**config.mk**
```make
export PLATFORM = sky130hd
export DESIGN_NAME = imeHaltCtrl
export DESIGN_NICKNAME = d
export VERILOG_FILES = /design/src/rtl/imeHaltPkg.sv /design/src/rtl/imeHaltData.sv /design/src/rtl/imeHaltCtl.sv /design/src/rtl/imeHaltCtrl.sv
export SDC_FILE = /design/constraint.sdc
export NUM_CORES = 1
export LEC_CHECK = 0
export BUFFER_PORTS_ARGS = -buffer_cell sky130_fd_sc_hd__buf_2
export CORE_AREA = 2 2 39 41
export DETAILED_ROUTE_END_ITERATION = 10
export DIE_AREA = 0 0 41 43
export SLEW_MARGIN = 15
export SYNTH_ARGS = -nofsm -noshare
export SYNTH_HDL_FRONTEND = slang
export SYNTH_SLANG_ARGS = --single-unit
```
**constraint.sdc**
```tcl
create_clock -name clk -period 1.5 [get_ports clk]
set_clock_uncertainty 0.1 [all_clocks]
set_input_delay 0.075 -clock clk [delete_from_list [all_inputs] [get_ports clk]]
set_output_delay 0.075 -clock clk [all_outputs]
set_load 0.005 [all_outputs]
```
**src/rtl/imeHaltPkg.sv**
```systemverilog
package imeHaltPkg;
  // Strobes from the decision logic to the state registers.
  typedef struct packed {
    logic boundary;   // instruction end while running
    logic take;       // dispatch this cycle
    logic setIme;
    logic clrIme;
    logic armEi;      // start a delayed enable
    logic enterHalt;
    logic leaveHalt;
    logic skipFetch;  // duplicated-fetch case
  } ctlStrobes_t;
endpackage

```
**src/rtl/imeHaltData.sv**
```systemverilog
module imeHaltData
  import imeHaltPkg::*;
#(
  parameter int NUM_SRC = 8
) (
  input  logic               clk,
  input  logic               rst_n,
  input  ctlStrobes_t        st,
  input  logic [NUM_SRC-1:0] ieMask,
  input  logic [NUM_SRC-1:0] ifFlags,
  output logic               imeQ,
  output logic               eiPendQ,
  output logic               haltedQ,
  output logic               skipQ,
  output logic               pending
);
  logic [NUM_SRC-1:0] srcLive;

  for (genvar i = 0; i < NUM_SRC; i++) begin : g_src
    assign srcLive[i] = ieMask[i] & ifFlags[i];
  end
  assign pending = |srcLive;

  always_ff @(posedge clk or negedge rst_n) begin
    if (!rst_n) begin
      imeQ    <= 1'b0;
      eiPendQ <= 1'b0;
      haltedQ <= 1'b0;
      skipQ   <= 1'b0;
    end else begin
      if (st.clrIme)      imeQ <= 1'b0;
      else if (st.setIme) imeQ <= 1'b1;

      if (st.boundary)    eiPendQ <= st.armEi;
      else if (st.take)   eiPendQ <= 1'b0;

      if (st.enterHalt)      haltedQ <= 1'b1;
      else if (st.leaveHalt) haltedQ <= 1'b0;

      skipQ <= st.skipFetch;
    end
  end
endmodule

```
**src/rtl/imeHaltCtl.sv**
```systemverilog
module imeHaltCtl
  import imeHaltPkg::*;
(
  input  logic        instrEnd,
  input  logic        diStb,
  input  logic        eiStb,
  input  logic        retiStb,
  input  logic        haltStb,
  input  logic        imeQ,
  input  logic        eiPendQ,
  input  logic        haltedQ,
  input  logic        pending,
  output ctlStrobes_t st
);
  logic bnd;
  logic take;

  always_comb begin
    bnd  = instrEnd & ~haltedQ;
    take = imeQ & pending & (bnd | haltedQ);

    st.boundary  = bnd;
    st.take      = take;
    st.clrIme    = (bnd & diStb) | take;
    st.setIme    = ~st.clrIme & bnd & (retiStb | eiPendQ);
    st.armEi     = eiStb & ~diStb & ~take;
    st.enterHalt = bnd & haltStb & ~pending & ~take;
    st.leaveHalt = haltedQ & pending;
    st.skipFetch = bnd & haltStb & pending & ~imeQ;
  end
endmodule

```
**src/rtl/imeHaltCtrl.sv**
```systemverilog
module imeHaltCtrl
  import imeHaltPkg::*;
#(
  parameter int NUM_SRC = 8
) (
  input  logic               clk,
  input  logic               rst_n,
  input  logic               instrEnd,
  input  logic               diStb,
  input  logic               eiStb,
  input  logic               retiStb,
  input  logic               haltStb,
  input  logic [NUM_SRC-1:0] ieMask,
  input  logic [NUM_SRC-1:0] ifFlags,
  output logic               ime,
  output logic               halted,
  output logic               irqPending,
  output logic               irqTake,
  output logic               skipInc
);
  ctlStrobes_t st;
  logic eiPendQ;

  imeHaltCtl u_ctl (
    .instrEnd(instrEnd), .diStb(diStb), .eiStb(eiStb), .retiStb(retiStb),
    .haltStb(haltStb), .imeQ(ime), .eiPendQ(eiPendQ), .haltedQ(halted),
    .pending(irqPending), .st(st)
  );

  imeHaltData #(.NUM_SRC(NUM_SRC)) u_data (
    .clk(clk), .rst_n(rst_n), .st(st), .ieMask(ieMask), .ifFlags(ifFlags),
    .imeQ(ime), .eiPendQ(eiPendQ), .haltedQ(halted), .skipQ(skipInc),
    .pending(irqPending)
  );

  assign irqTake = st.take;
endmodule

```
==> results.txt, run 1 <==
Leaving out fill and tap cells, the most frequent cell in the layout is sky130_fd_sc_hd__buf_2. The post-route standard cell area excluding fillers is approximately 480 um2. For this block, the initial DRC count from the detailed router was 7. The accumulated negative setup slack is 0 ps. Setup repair after global routing left no endpoint under its margin. The cell area after synthesis came out at 278 um2.

The antenna diode count is 0. Of the total power, registers draw 34.5%. The number of failing hold endpoints at the final stage was 0. The global routing usage summed across all routing layers is 9.57%. The critical path goes through nor2_1 > nor2_1 > and2_2 > buf_2. In the routed layout, each cell is associated on average with a via count of 4.29. The post-layout net count is 79. The worst-case setup margin in the final layout is 240 ps. The first-pass GRT wire length is 1110 um. The max capacitance violation total is 0. The number of setup violations in the final report came out at 0. TritonCTS built the clock tree. The clock passes through at most 2 buffers. The largest vdd supply drop is 0.502 mV. The switching portion of total power came out at 25.8%. For this design, the slowest cell found on the critical path is sky130_fd_sc_hd__dfrtp_1.

Dividing the detail-routed wire length by the instance count gives 9.19 um. The overall overflow remaining after global route is 0. The clock transition at the register clock pins on the worst setup and hold paths after CTS is roughly 30 ps. The total nets after synthesis is 45. The measured slew at the worst slew-check pin came out at 252 ps. The register cell area after layout is 100 um2. The arrival time reported for the critical path endpoint came out at 1080 ps.

In this run the worst hold path is classified as in -> reg. The count of instances resized after the clock tree is built is 0. The wire length reported by the detailed router is between 600 and 700 um. The count of nets left with antenna violations after detail routing came out at 0.

In this run the power spent charging and discharging nets is 93.1 uW. The proportion of power drawn by the clock network is 36.1%. The total number of yosys warnings came out at 0. The half-perimeter wire length after detailed placement is ~600 um. The horizontal extent of the die is 41 um. The number of H-tree levels came out at 1. The largest fanout on the critical path came out at 4. In the layout the commonest cells are sky130_fd_sc_hd__buf_2 (27), sky130_fd_sc_hd__dfrtp_1 (4), sky130_fd_sc_hd__a22oi_4 (3), sky130_fd_sc_hd__nor2_1 (3), sky130_fd_sc_hd__clkbuf_4 (3). The area growth from synthesis to layout came out at 71.2%. The post-route netlist has between 60 and 70% of its cells at a drive strength greater than 1. The leakage dissipation came out at 0.266 nW.

STA classifies the critical path startpoint as a flop. Post-CTS timing repair inserted 0 buffers for setup. The internal cell power is 268 uW. The area used by multi-input combinational logic came out at roughly 170 um2. The cell area power density is 759 nW/um2.

STA classifies the critical path endpoint as an output pin. The die is 43 um tall. The clock root buffer master is sky130_fd_sc_hd__clkbuf_4. The final routed DRC violation total came out at 0. The floorplan has 14 rows. The power after layout is 361 uW. After layout, the minimum clock period comes to 1260 ps. The via count of the first global-routing pass is about 300.

The flip-flop and latch count after synthesis is 4. The count of filler cells inserted in the layout came out at roughly 140. The starting density of the core came out at 20.1%. At the worst endpoint, the required time is 1320 ps. 28 I/O pins were placed. Of the total power, combinational logic draws between 20% and 30%. The period utilization came out at between 80% and 90%. The area of the die is 1760 um2. The later pin in the worst-skew pair is clocked with a latency of 230 ps.

The area inside the core boundary is around 1400 um2. The worst setup path category is reg -> out. The remaining max-slew budget at the tightest pin came out at 83.2%.

Each instance of the synthesized netlist takes up on average approximately 13 um2. The pre-antenna-repair detailed-routing pass consisted of 4 iterations. In the synthesized netlist, the number of instances is 22. The final cell count without fillers came out at 70. The count of final max-slew check failures is 0.

The cell that appears most often on the critical path is sky130_fd_sc_hd__nor2_1. On the worst path, the slowest cell contributes a delay of 390 ps. The flow ran to the end, and the final reports show no timing, DRC or antenna violations. The initial antenna violation count is 0.

At the placement stage, the worst setup path has a slack of 291 ps. Entering global routing, the biggest net connects 7 pins. The unique cell type count in the Yosys netlist came out at 13. Derived from the worst setup path, the maximum achievable clock frequency is around 790 MHz. At the end of routability-driven placement, the weighted congestion stood at 0.743. For this block, the via count after detailed routing is 300. The area of placed instances came out at 433 um2. The share of the yosys chip area belonging to registers came out at a little over a third. TritonCTS created 3 clock buffers. The CTS sink count came out at 4. The number of input and output port buffers inserted came out at 27. The total placed cells including tap cells is 65.
## critical path, delay by kind of cell (launching register included)
| kind | cells | cell delay, ps |
|---|---|---|
| flops | 1 | 390 |
| simple gates | 3 | 340 |
| buf+inv | 1 | 120 |
## power groups by stage
stage                     clock network (mW)  logic, mW  registers (mW)
final                                  0.130      0.106           0.124
after global routing                   0.149      0.117           0.126
after CTS                              0.138      0.108           0.125
after detailed placement                   0      0.104           0.126
after global placement                     0      0.104           0.125
after floorplan                            0     0.0458           0.126
## worst paths after layout
kind,cells after the start,to,slack [ps],startpoint
worst min register to register,2,u_data.eiPendQ$_DFFE_PN0P_,450,u_data.eiPendQ$_DFFE_PN0P_
worst max register to register,3,u_data.imeQ$_DFFE_PN0P_,290,u_data.haltedQ$_DFFE_PN0P_
worst min-delay path,3,u_data.haltedQ$_DFFE_PN0P_,30,haltStb
max in group asynchronous,2,u_data.eiPendQ$_DFFE_PN0P_,1100,rst_n
min in group asynchronous,2,u_data.skipQ$_DFF_PN0_,80,rst_n
worst max-delay path,4,irqTake,240,u_data.haltedQ$_DFFE_PN0P_
## final cells by class
class / instances / share of cell area [%]
multi-input cells: 17 / 36.6
repair buffers: 29 / 32.6
flip-flops and latches: 4 / 21.1
clock buffers: 3 / 4.74
well taps: 16 / 4.21
inverters: 1 / 0.789
## logic make-up after synthesis
group | count (synthesis) | share of synthesized area (%)
AOI/OAI and AO/OA | 8 | 36.5
buffers and inverters | 1 | 1.35
DFF | 4 | 36.0
muxes | 1 | 3.60
and+or+nand+nor | 8 | 22.5
## metal layers
metal	global-route usage (%)	vias up	share of wire (%)
met5	0	-	0
met4	2.00	0	0
met3	6.28	0	6.7
li1	-	152	-
met1	7.47	141	31
met2	17.8	7	62
## state kept, by name (all words and copies together) (netlist names)
signal,flops
u_data.haltedQ,1
u_data.eiPendQ,1
u_data.imeQ,1
u_data.skipQ,1
## metrics by stage
stage,util [%],hold WS [ps]
final,34.4,28.0
after global routing,34.4,22.5
after CTS,34.4,26.5
after detailed placement,31.3,-214
after global placement,31.3,-213
after floorplan,-,-321
## timing repair
item | CTS | global route
endpoints found under the setup margin | 0 | 0
hold endpoints to repair | 5 | 0
hold buffers | 2 | 0
## Yosys cell counts
library cell               n  share of area [%]
sky130_fd_sc_hd__a22oi_4   3                 23
sky130_fd_sc_hd__mux2i_1   1                3.6
sky130_fd_sc_hd__nor2b_1   2                4.5
sky130_fd_sc_hd__and4_2    1                3.6
sky130_fd_sc_hd__and2_2    1                2.7
sky130_fd_sc_hd__a222oi_1  1                3.6
sky130_fd_sc_hd__o21ai_0   1                1.8
sky130_fd_sc_hd__inv_1     1                1.4
sky130_fd_sc_hd__nor2_1    3                4.1
sky130_fd_sc_hd__a22oi_2   1                4.5
sky130_fd_sc_hd__nand4_4   1                7.7
sky130_fd_sc_hd__dfrtp_1   4                 36
sky130_fd_sc_hd__a21oi_1   2                3.6
Note: power is estimated with default switching activity, not from simulation.
==> inputs of run 2 (changes only) <==
clock period = 1.2 ns   (was 1.5 ns; I/O delays follow)
==> run 2 against run 1 <==
Non-clock buffer count grew 3. Utilization grew 2.7 points. Global-route usage grew 1.4 points. Sequential cell count is the same. Highest routed layer unchanged.
==> results.txt, run 2 (same netlist as run 1, synthesis figures left out) <==
Dividing the final minimum period by the clock period gives 99.3%. The clock transition at the register clock pins on the worst setup and hold paths after CTS is 30 ps. The count of nets left with antenna violations after detail routing is 0. Hold timing on the final database bottoms out at a slack of 30.6 ps. The CTS sink count came out at 4. The critical path goes through nor2_2 > nor2_2 > and2_4 > buf_6.

During I/O placement, the number of pins put on the boundary was 28. The weighted congestion reported at the end of routability-driven placement came out at between 0.7 and 0.8. The analysis attributes to cell leakage a power of 0.285 nW. The shortest period the worst path allows came out at 1190 ps. The routed via count is 314. The via count of the first global-routing pass came out at 330. The worst hold path belongs to the class in -> reg. The detail-routed via count per cell came out at approximately 4.3. The antenna diode count came out at 0. The worst setup path is of the reg -> out kind. The global routing usage summed across all routing layers came out at between 10% and 20%.

The largest fanout on the critical path came out at 3. The detailed router's first-iteration violation count came out at 3. The overall overflow remaining after global route came out at 0. The total clock buffers created by CTS is 3. The top cell types in the final layout, fill and taps aside, are sky130_fd_sc_hd__buf_2 (26), sky130_fd_sc_hd__dfrtp_1 (4), sky130_fd_sc_hd__a22oi_4 (3), sky130_fd_sc_hd__clkbuf_4 (3), sky130_fd_sc_hd__buf_4 (3). The initial antenna violation count is 0.

The register cell area after layout is 100 um2. The area growth from synthesis to layout is 84.7%. Counting the fill cells in the layout gives 147. The area used by multi-input combinational logic came out at 183 um2.

The largest stage delay on the critical path is 410 ps. The floorplan step defined a die boundary enclosing ~1800 um2. The y dimension of the die came out at 43 um. The flow ran to the end, and the final reports show no timing, DRC or antenna violations. For this design the ratio of total power to cell area is 941 nW/um2. The number of H-tree levels is 1. The number of optimization iterations in the first detailed-route pass is 4. For the pin with the worst max-slew slack, the measured transition is 243 ps. Among the stages of the critical path, the cell type that occurs most often is sky130_fd_sc_hd__nor2_2. The count of final max-slew check failures came out at 0. The cell type of the slowest stage on the worst timing path is sky130_fd_sc_hd__dfrtp_1. Setup repair after global routing could not meet its margin everywhere. The routed wire length per instance came out at ~10 um. The maximum number of pins on one net before global-route repair came out at 7. The max capacitance violation total is 0. VDD sags by at most 0.433 mV. The first-pass GRT wire length came out at 1250 um.

The library cell used most frequently in the layout, excluding fill and tap cells, is sky130_fd_sc_hd__buf_2. The highest clock frequency the design can meet came out at between 800 and 900 MHz. The remaining max-slew budget at the tightest pin came out at a little over four fifths. For this configuration, the core starts out at a cell density of 20.1%. Data on the critical path arrives at its endpoint at ~1000 ps. The fraction of layout cells with a size suffix above 1 came out at 75.4%.

STA classifies the critical path startpoint as a flop. The number of input and output port buffers inserted is 27. The post-layout net count came out at 82.

The horizontal extent of the die came out at between 40 and 50 um. No sink is reached through more buffers than the 2 on the longest clock path. The final routed DRC violation total came out at 0.

The region available for standard cell placement spans 1380 um2. The wire length reported by the detailed router is 742 um. The clock root buffer master is sky130_fd_sc_hd__clkbuf_4. The number of failing hold endpoints at the final stage was 0. In this run the core area contains 14 standard-cell rows. The number of setup violations in the final report is 0. The required time at the worst-slack endpoint is 1040 ps.

TritonCTS built the clock tree. The final core area utilization is 37.1%. The clock reaches the later pin of the worst-skew pair after 230 ps. STA classifies the critical path endpoint as an output pin.
## run 2: per-layer routing
| metal | GRT usage (%) | vias up | share of wire [%] | wire [um] |
|---|---|---|---|---|
| met5 | 0 | - | 0 | 0 |
| met4 | 4.00 | 0 | 0 | 0 |
| met3 | 6.28 | 0 | 4.7 | 35 |
| met2 | 19.4 | 6 | 64 | 475 |
| met1 | 9.42 | 152 | 31 | 231 |
| li1 | - | 156 | - | - |
## run 2: final timing paths
path                                              end  depth (start not counted)                        from  slack [ps]
max in group asynchronous  u_data.haltedQ$_DFFE_PN0P_                          2                       rst_n         820
setup reg to reg              u_data.imeQ$_DFFE_PN0P_                          4  u_data.haltedQ$_DFFE_PN0P_          20
hold / removal             u_data.haltedQ$_DFFE_PN0P_                          3                     haltStb          30
hold reg to reg            u_data.eiPendQ$_DFFE_PN0P_                          2  u_data.eiPendQ$_DFFE_PN0P_         450
setup / recovery                              irqTake                          4  u_data.haltedQ$_DFFE_PN0P_           8
min in group asynchronous     u_data.imeQ$_DFFE_PN0P_                          2                       rst_n          60
## run 2: cell type report
| type | instances | area share [%] |
|---|---|---|
| clock buffer | 3 | 4.39 |
| inverter | 1 | 0.732 |
| multi-input combinational | 17 | 35.6 |
| sequential | 4 | 19.5 |
| tap | 16 | 3.90 |
| timing repair buffer | 32 | 35.9 |
## run 2: power breakdown
part | internal (mW) | switching (mW) | leakage, nW
sequential | 0.149 | 0.00624 | 0.0529
combinational | 0.0952 | 0.0668 | 0.219
clock | 0.112 | 0.0534 | 0.0138
total | 0.356 | 0.126 | 0.285
## run 2: per-stage QoR
stage	TNS [ps]	setup slack [ps]	area, um2	power, mW	cells
floorplan	0	51.0	278	0.215	22
global placement	0	16.1	433	0.287	65
detailed placement	-18.0	-18.0	433	0.288	65
CTS	-7.13	-6.92	498	0.479	72
global route	-65.3	-53.5	513	0.527	73
finish	0	7.82	513	0.482	73
## run 2: critical path, delay by kind of cell, from the launching register on
family                 cells  cell delay (ps)
buffers and inverters      1              100
DFF                        1              410
and+or+nand+nor            3              290
## run 2: what timing repair did
action,CTS,global route
resized for setup,2,3
pin swaps,4,2
endpoints found under the hold margin,5,0
hold buffers,2,0
setup buffers,2,1
setup endpoints to repair,2,3
